`config.mk`:
```
export PLATFORM = sky130hd
export DESIGN_NAME = serport_regs
export DESIGN_NICKNAME = d
export VERILOG_FILES = /design/src/rtl/serport_pkg.sv /design/src/rtl/serport_decode.sv /design/src/rtl/serport_cfgreg.sv /design/src/rtl/serport_txstrobe.sv /design/src/rtl/serport_flags.sv /design/src/rtl/serport_regs.sv
export SDC_FILE = /design/constraint.sdc
export NUM_CORES = 1
export LEC_CHECK = 0
export ABC_AREA = 1
export BUFFER_PORTS_ARGS = -buffer_cell sky130_fd_sc_hd__buf_2
export CAP_MARGIN = 5
export CORE_UTILIZATION = 40
export CTS_BUF_LIST = sky130_fd_sc_hd__clkbuf_8 sky130_fd_sc_hd__clkbuf_16
export CTS_CLUSTER_DIAMETER = 30
export DETAILED_ROUTE_END_ITERATION = 10
export PLACE_DENSITY = 0.58
export SETUP_SLACK_MARGIN = 0.5
export SYNTH_ARGS = -nofsm -noshare
export SYNTH_HDL_FRONTEND = slang
export SYNTH_SLANG_ARGS = --single-unit
```
`constraint.sdc`:
```
create_clock -name clk -period 1.7 [get_ports clk]
set_input_delay 0.17 -clock clk [delete_from_list [all_inputs] [get_ports clk]]
set_output_delay 0.17 -clock clk [all_outputs]
set_load 0.01 [all_outputs]
```
`src/rtl/serport_pkg.sv`:
```
package serport_pkg;
  localparam int REG_W  = 32;
  localparam int BYTE_W = 8;
  localparam int NCFG   = 5;

  localparam logic [REG_W-1:0] OFF_STAT = 32'h00;
  localparam logic [REG_W-1:0] OFF_DATA = 32'h04;
  localparam logic [REG_W-1:0] OFF_CFG0 = 32'h08;

  // stored-only and control words, in address order from OFF_CFG0
  localparam int CFG_BAUD  = 0;
  localparam int CFG_CTL1  = 1;
  localparam int CFG_CTL2  = 2;
  localparam int CFG_CTL3  = 3;
  localparam int CFG_GUARD = 4;

  localparam int ST_TXE  = 7;
  localparam int ST_TC   = 6;
  localparam int ST_RXNE = 5;
  localparam logic [REG_W-1:0] ST_RESET = 32'h0000_00C0;

  localparam int C1_EN   = 13;
  localparam int C1_RXIE = 5;
  localparam int C1_RXEN = 2;

  localparam logic [REG_W-1:0] ST_REPLACE_MAX = 32'h0000_03FF;
  localparam logic [REG_W-1:0] TX_LIMIT       = 32'h0000_F000;
  localparam logic [REG_W-1:0] RD_MASK        = 32'h0000_03FF;

  function automatic logic [REG_W-1:0] cfg_offset(input int idx);
    return OFF_CFG0 + REG_W'(4 * idx);
  endfunction
endpackage

```
`src/rtl/serport_decode.sv`:
```
module serport_decode
  import serport_pkg::*;
#(
  parameter int ADDR_W = 13
) (
  input  logic [ADDR_W-1:0] addr,
  output logic              hit_stat,
  output logic              hit_data,
  output logic [NCFG-1:0]   hit_cfg
);
  assign hit_stat = (addr == ADDR_W'(OFF_STAT));
  assign hit_data = (addr == ADDR_W'(OFF_DATA));

  for (genvar i = 0; i < NCFG; i++) begin : g_cfg
    assign hit_cfg[i] = (addr == ADDR_W'(cfg_offset(i)));
  end
endmodule

```
`src/rtl/serport_cfgreg.sv`:
```
module serport_cfgreg #(
  parameter int W = 32
) (
  input  logic         clk,
  input  logic         rst_n,
  input  logic         we,
  input  logic [W-1:0] wdata,
  output logic [W-1:0] q
);
  always_ff @(posedge clk or negedge rst_n) begin
    if (!rst_n)  q <= '0;
    else if (we) q <= wdata;
  end
endmodule

```
`src/rtl/serport_txstrobe.sv`:
```
module serport_txstrobe
  import serport_pkg::*;
(
  input  logic              clk,
  input  logic              rst_n,
  input  logic              data_wr,
  input  logic [REG_W-1:0]  wdata,
  output logic              tx_go,
  output logic              tx_valid,
  output logic [BYTE_W-1:0] tx_byte
);
  assign tx_go = data_wr && (wdata < TX_LIMIT);

  always_ff @(posedge clk or negedge rst_n) begin
    if (!rst_n) begin
      tx_valid <= 1'b0;
      tx_byte  <= '0;
    end else begin
      tx_valid <= tx_go;
      if (tx_go) tx_byte <= wdata[BYTE_W-1:0];
    end
  end

  assert_tx_pulse_R8: assert property (@(posedge clk) disable iff (!rst_n)
    (data_wr && wdata < TX_LIMIT) |=> (tx_valid && tx_byte == $past(wdata[BYTE_W-1:0])));

  assert_tx_quiet_R8: assert property (@(posedge clk) disable iff (!rst_n)
    !(data_wr && wdata < TX_LIMIT) |=> !tx_valid);
endmodule

```
`src/rtl/serport_flags.sv`:
```
module serport_flags
  import serport_pkg::*;
(
  input  logic              clk,
  input  logic              rst_n,
  input  logic              stat_rd,
  input  logic              stat_wr,
  input  logic              data_rd,
  input  logic              ctl1_wr,
  input  logic              tx_go,
  input  logic [REG_W-1:0]  wdata,
  input  logic              en_unit,
  input  logic              en_rx,
  input  logic              en_rxie,
  input  logic              rx_valid,
  input  logic [BYTE_W-1:0] rx_byte,
  output logic              rx_ready,
  output logic [REG_W-1:0]  stat_q,
  output logic [BYTE_W-1:0] data_q,
  output logic              irq
);
  logic [REG_W-1:0] stat_n;
  logic             irq_n;
  logic             rx_fire, rx_arm;

  assign rx_ready = ~stat_q[ST_RXNE];
  assign rx_fire  = rx_valid & rx_ready;
  assign rx_arm   = rx_fire & en_unit & en_rx;

  // later lines win: a received byte has the last word on RXNE
  always_comb begin
    stat_n = stat_q;
    if (stat_rd) stat_n[ST_TC] = 1'b0;
    if (data_rd) begin
      stat_n[ST_TXE]  = 1'b1;
      stat_n[ST_RXNE] = 1'b0;
    end
    if (stat_wr) stat_n = (wdata <= ST_REPLACE_MAX) ? wdata : (stat_q & wdata);
    if (tx_go) begin
      stat_n[ST_TC]  = 1'b1;
      stat_n[ST_TXE] = 1'b0;
    end
    if (rx_arm) stat_n[ST_RXNE] = 1'b1;
  end

  always_comb begin
    irq_n = irq;
    if (data_rd)                                       irq_n = 1'b0;
    if (stat_wr && !stat_n[ST_RXNE])                   irq_n = 1'b0;
    if (ctl1_wr && wdata[C1_RXIE] && stat_q[ST_RXNE])  irq_n = 1'b1;
    if (rx_arm && en_rxie)                             irq_n = 1'b1;
  end

  always_ff @(posedge clk or negedge rst_n) begin
    if (!rst_n) begin
      stat_q <= ST_RESET;
      data_q <= '0;
      irq    <= 1'b0;
    end else begin
      stat_q <= stat_n;
      irq    <= irq_n;
      if (rx_fire) data_q <= rx_byte;
    end
  end

  assert_rx_sets_flag_R4: assert property (@(posedge clk) disable iff (!rst_n)
    (rx_valid && rx_ready && en_unit && en_rx) |=> stat_q[ST_RXNE]);

  assert_rx_raises_irq_R4: assert property (@(posedge clk) disable iff (!rst_n)
    (rx_valid && rx_ready && en_unit && en_rx && en_rxie) |=> irq);

  assert_rx_stores_R3: assert property (@(posedge clk) disable iff (!rst_n)
    (rx_valid && rx_ready) |=> (data_q == $past(rx_byte)));

  assert_disabled_no_flag_R3: assert property (@(posedge clk) disable iff (!rst_n)
    (rx_valid && rx_ready && !(en_unit && en_rx) && !stat_wr) |=> !stat_q[ST_RXNE]);

  assert_stat_read_clears_tc_R5: assert property (@(posedge clk) disable iff (!rst_n)
    stat_rd |=> !stat_q[ST_TC]);

  assert_data_read_R6: assert property (@(posedge clk) disable iff (!rst_n)
    (data_rd && !(rx_valid && rx_ready)) |=> (!irq && stat_q[ST_TXE] && !stat_q[ST_RXNE]));

  assert_irq_needs_flag_R13: assert property (@(posedge clk) disable iff (!rst_n)
    irq |-> stat_q[ST_RXNE]);
endmodule

```
`src/rtl/serport_regs.sv`:
```
module serport_regs
  import serport_pkg::*;
#(
  parameter int ADDR_W = 13
) (
  input  logic              clk,
  input  logic              rst_n,
  input  logic              bus_rd,
  input  logic              bus_wr,
  input  logic [ADDR_W-1:0] bus_addr,
  input  logic [REG_W-1:0]  bus_wdata,
  output logic [REG_W-1:0]  bus_rdata,
  output logic              tx_valid,
  output logic [BYTE_W-1:0] tx_byte,
  input  logic              rx_valid,
  input  logic [BYTE_W-1:0] rx_byte,
  output logic              rx_ready,
  output logic              irq
);
  logic             hit_stat, hit_data;
  logic [NCFG-1:0]  hit_cfg;
  logic             rd_ok;
  logic             tx_go;
  logic [REG_W-1:0] stat_q;
  logic [BYTE_W-1:0] data_q;
  logic [REG_W-1:0] cfg_q [NCFG];

  assign rd_ok = bus_rd & ~bus_wr;

  serport_decode #(.ADDR_W(ADDR_W)) u_dec (
    .addr(bus_addr), .hit_stat(hit_stat), .hit_data(hit_data), .hit_cfg(hit_cfg)
  );

  for (genvar i = 0; i < NCFG; i++) begin : g_cfg
    serport_cfgreg #(.W(REG_W)) u_reg (
      .clk(clk), .rst_n(rst_n), .we(bus_wr & hit_cfg[i]),
      .wdata(bus_wdata), .q(cfg_q[i])
    );
  end

  serport_txstrobe u_tx (
    .clk(clk), .rst_n(rst_n), .data_wr(bus_wr & hit_data), .wdata(bus_wdata),
    .tx_go(tx_go), .tx_valid(tx_valid), .tx_byte(tx_byte)
  );

  serport_flags u_flags (
    .clk(clk), .rst_n(rst_n),
    .stat_rd(rd_ok & hit_stat), .stat_wr(bus_wr & hit_stat),
    .data_rd(rd_ok & hit_data), .ctl1_wr(bus_wr & hit_cfg[CFG_CTL1]),
    .tx_go(tx_go), .wdata(bus_wdata),
    .en_unit(cfg_q[CFG_CTL1][C1_EN]), .en_rx(cfg_q[CFG_CTL1][C1_RXEN]),
    .en_rxie(cfg_q[CFG_CTL1][C1_RXIE]),
    .rx_valid(rx_valid), .rx_byte(rx_byte), .rx_ready(rx_ready),
    .stat_q(stat_q), .data_q(data_q), .irq(irq)
  );

  always_comb begin
    bus_rdata = '0;
    if (rd_ok) begin
      if (hit_stat) bus_rdata = stat_q;
      if (hit_data) bus_rdata = REG_W'(data_q) & RD_MASK;
      for (int i = 0; i < NCFG; i++)
        if (hit_cfg[i]) bus_rdata = cfg_q[i];
    end
  end

  assert_ctl1_irq_R9: assert property (@(posedge clk) disable iff (!rst_n)
    (bus_wr && hit_cfg[CFG_CTL1] && bus_wdata[C1_RXIE] && !rx_ready) |=> irq);

  assert_unmapped_read_R11: assert property (@(posedge clk) disable iff (!rst_n)
    (rd_ok && !hit_stat && !hit_data && hit_cfg == '0) |-> bus_rdata == '0);
endmodule

```
==> metrics.md <==
| Metric | Value |
|---|---|
| Outcome | `finished with violations` |
| Violations in the final reports | `setup timing` |
| Depth of the CTS H-tree | `2` |
| Unrepaired setup endpoints after global routing | `true` |
| Register area | `between 0.005 and 0.006 mm^2` |
| Share of the synthesized area in the top cell type | `0.508` |
| Worst-Skew Late Latency | `around 0.55 ns` |
| Critical path fanouts, max | `2` |
| Gr usage total | `0.258` |
| Number of synthesized register bits | `210` |
| Final period demand of the worst path | `approximately 2 ns` |
| Post-route antenna net violation count | `0` |
| Yosys warns | `0` |
| Signal arrival time at the worst endpoint | `roughly 1.8 ns` |
| Fill cell total of the finished layout | `~1900` |
| Most frequent cells in the layout | `sky130_fd_sc_hd__nand2_1 (230), sky130_fd_sc_hd__dfrtp_1 (208), sky130_fd_sc_hd__inv_1 (166)` |
| Vias after detailed routing | `between 10000 and 15000` |
| Worst clock skew | `around 0.014 ns` |
| Wire length per cell | `18.9 um` |
| IO Port Bufs | `100` |
| Slew of the pin with the lowest slew margin | `about 0.46 ns` |
| Drt first pass iters | `5` |
| Routability cong. | `between 0.8 and 0.9` |
| Power density cells | `between 900 and 1000 mW/mm^2` |
| Die extent in y | `162 um` |
| Maximum achievable frequency | `about 0.51 GHz` |
| Horiz. Die Dim | `between 150 and 200 um` |
| Clk pin slew, worst setup/hold paths | `0.05 ns` |
| Final Hold Vio Count | `0` |
| Share of final-layout standard cells stronger than drive strength 1 | `0.424` |
| Dominant cells by area after synthesis | `sky130_fd_sc_hd__dfrtp_1 (51%), sky130_fd_sc_hd__nand2_1 (14%), sky130_fd_sc_hd__inv_1 (7.4%), sky130_fd_sc_hd__o21ai_0 (6.0%), sky130_fd_sc_hd__o21ai_1 (5.3%)` |
| Crit end category | `output pin` |
| DP Cell Count | `1742` |
| Worst Setup Slack, final | `-0.271 ns` |
| Initial Util | `0.407` |
| HPWL reported at the end of detailed placement | `roughly 19000 um` |
| Worst-case clock buffer depth | `3` |
| Synthesized instance count | `roughly 1300` |
| Core region area | `between 0.02 and 0.03 mm^2` |
| Type of the worst setup path | `reg2out` |
| Clock root buffer | `sky130_fd_sc_hd__clkbuf_16` |
| # Max-Cap Violations | `0` |
| Share of total power in the clock network | `0.638` |
| WL final | `between 30000 and 40000 um` |
| Floorplan die area | `approximately 0.026 mm^2` |
| Area of combinational cells with multiple inputs | `0.00507 mm^2` |
| Final setup violation count | `32` |
| Cell type contributing the most total cell area after synthesis | `sky130_fd_sc_hd__dfrtp_1` |
| Remaining Overflow, GRT | `0` |
| Required time of the critical path | `1.53 ns` |
| First-pass GRT wire length | `52200 um` |
| Type of the tightest min-delay check | `in2reg` |
| Post-route fraction of the period consumed by the critical path | `1.16` |
| Power spent charging and discharging nets | `~3.5 mW` |
| First DRT Iteration DRCs | `about 730` |
| Mean instance size in the synthesized netlist | `around 8 um^2` |
| Number of global-route vias before repair | `9734` |
| Number of buffers created by CTS | `between 40 and 50` |
| Most frequent standard cell in the layout excluding fill and tap cells | `sky130_fd_sc_hd__nand2_1` |
| Combined area of all synthesized cells | `a little over 0.01 mm^2` |
| Switch share | `0.226` |
| Non-filler cells in the finished layout | `between 1500 and 2000` |
| Average via count per standard cell | `~5.2` |
| Area delta synth->final | `63.1%` |
| Number of remaining DRC errors | `0` |
| Worst-case headroom to the max-slew limit | `0.691` |
| TritonCTS clock tree | `done` |
| Antenna diodes | `0` |
| Max-slew violation count | `0` |
| Cell-internal power | `roughly 12 mW` |
| Power share of the combinational group | `0.039` |
| Synthesized netlist net count | `~1400` |
| Site Rows | `58` |
| Number of clock sinks | `210` |
| Final nets | `approximately 1600` |
| I/O pin count | `101` |
| Cell leakage power | `8.81 nW` |
| Number of antenna violations at the first check in global routing | `0` |
| Final Core Density | `0.663` |
| Register share of total power | `0.323` |
| Critical path startpoint category | `flip-flop` |
| Worst VDD drop | `roughly 700 uV` |
| Yosys cell types | `32` |
| Largest net degree at the start of global routing | `49` |
| Share of the yosys chip area belonging to registers | `0.513` |
==> cells in the mapped netlist (all sizes together) <==
| library cell | count |
|---|---|
| nand2 | 386 |
| o21ai | 230 |
| inv | 209 |
| dfrtp | 208 |
| nor2 | 74 |
| buf | 43 |
| nand3 | 38 |
| a21oi | 37 |
| nand4 | 25 |
| clkbuf | 17 |
| mux2 | 8 |
| a22oi | 6 |
| o211ai | 6 |
| dfstp | 2 |
| a31oi | 1 |
| nand3b | 1 |
| nor3 | 1 |
| o21a | 1 |
| or2 | 1 |
==> timing repair <==
action / CTS / global route
endpoints found under the setup margin: 201 / 193
pin swaps: 72 / 68
hold buffers: 29 / 0
buffers inserted: 30 / 21
gates cloned: 18 / 15
gates resized for setup: 219 / 203
hold endpoints to repair: 148 / 0
==> worst max-delay path, cell delays in order, from the launching register on <==
cell and delay, ns:
sky130_fd_sc_hd__dfstp_2 0.54, sky130_fd_sc_hd__inv_2 0.04, sky130_fd_sc_hd__a21oi_2 0.09, sky130_fd_sc_hd__nand3_1 0.07, sky130_fd_sc_hd__nand3_1 0.08, sky130_fd_sc_hd__nand2_1 0.06, sky130_fd_sc_hd__nand2_1 0.08, sky130_fd_sc_hd__nand2_2 0.06
sky130_fd_sc_hd__a21oi_2 0.11, sky130_fd_sc_hd__buf_2 0.14
==> final timing paths <==
check                                                 start                               end  slack (ns)  cells past startpoint
max                           u_flags.stat_q[6]$_DFFE_PN1P_                      bus_rdata[6]       -0.27                      9
min                                           bus_wdata[10]  g_cfg[1].u_reg.q[10]$_DFFE_PN0P_       0.002                      3
max reg2reg                     u_flags.stat_q[5]$_DFF_PN0_     u_flags.data_q[5]$_DFFE_PN0P_        0.43                      4
min reg2reg                g_cfg[4].u_reg.q[27]$_DFFE_PN0P_  g_cfg[4].u_reg.q[27]$_DFFE_PN0P_        0.48                      2
max in group asynchronous                             rst_n     u_flags.stat_q[6]$_DFFE_PN1P_        0.90                      3
min in group asynchronous                             rst_n     u_flags.data_q[3]$_DFFE_PN0P_        0.15                      2
==> metrics by stage <==
| stage | cell area [um^2] | setup TNS (ns) | worst slack (ns) | hold WS (ns) | power [mW] |
|---|---|---|---|---|---|
| 3_5_place_dp | 11900 | -22.72 | -0.246 | 0.164 | 5.62 |
| 5_1_grt | 16700 | -7.14 | -0.348 | 0.0255 | 16.0 |
| 4_1_cts | 15500 | -3.91 | -0.304 | 0.00102 | 15.6 |
| 3_3_place_gp | 11900 | -18.26 | -0.244 | 0.168 | 5.62 |
| 6_report | 16700 | -4.06 | -0.271 | 0.00234 | 15.6 |
| 2_1_floorplan | 10500 | 0 | 0.204 | -0.126 | 5.29 |
==> flip-flops by register name, summed over array words and instances, names as in the netlist <==
register / cells
u_tx.tx_byte: 8
g_cfg.u_reg.q: 160
u_flags.data_q: 8
u_flags.irq: 1
u_tx.tx_valid: 1
u_flags.stat_q: 32
==> routing by layer <==
| layer | up-vias | share of wire | global-route usage |
|---|---|---|---|
| met4 | 0 | 0.039 | 0.0961 |
| met2 | 421 | 0.49 | 0.442 |
| met3 | 108 | 0.066 | 0.0373 |
| li1 | 4687 | - | - |
| met1 | 4914 | 0.41 | 0.329 |
| met5 | - | 0 | 0 |
==> kinds of logic (layout without fill, tap and decap cells) <==
group	count (synthesis)	after routing	synth area share
buffers and inverters	269	588	0.111
multiplexers	8	8	0.00880
flip-flops	210	210	0.513
AND/OR/NAND/NOR	526	529	0.226
AO/OA/AOI/OAI	281	281	0.141
==> final cells by class <==
class                   instances  share of cell area
flip-flops and latches        210               0.315
multi-input cells             818               0.304
well taps                     330              0.0247
inverters                     209              0.0483
repair buffers                288               0.203
clock buffers                  57              0.0800
clock inverters                34              0.0255
==> power by group through the flow <==
stage / Combinational, mW / Clock [mW] / Sequential [mW]
after floorplan: 0.179 / 0 / 5.11
after global placement: 0.499 / 0 / 5.12
after detailed placement: 0.500 / 0 / 5.12
after CTS: 0.587 / 9.97 / 5.04
after global routing: 0.672 / 10.3 / 5.04
final: 0.611 / 9.95 / 5.04
Power figures use the tool's default switching activity.
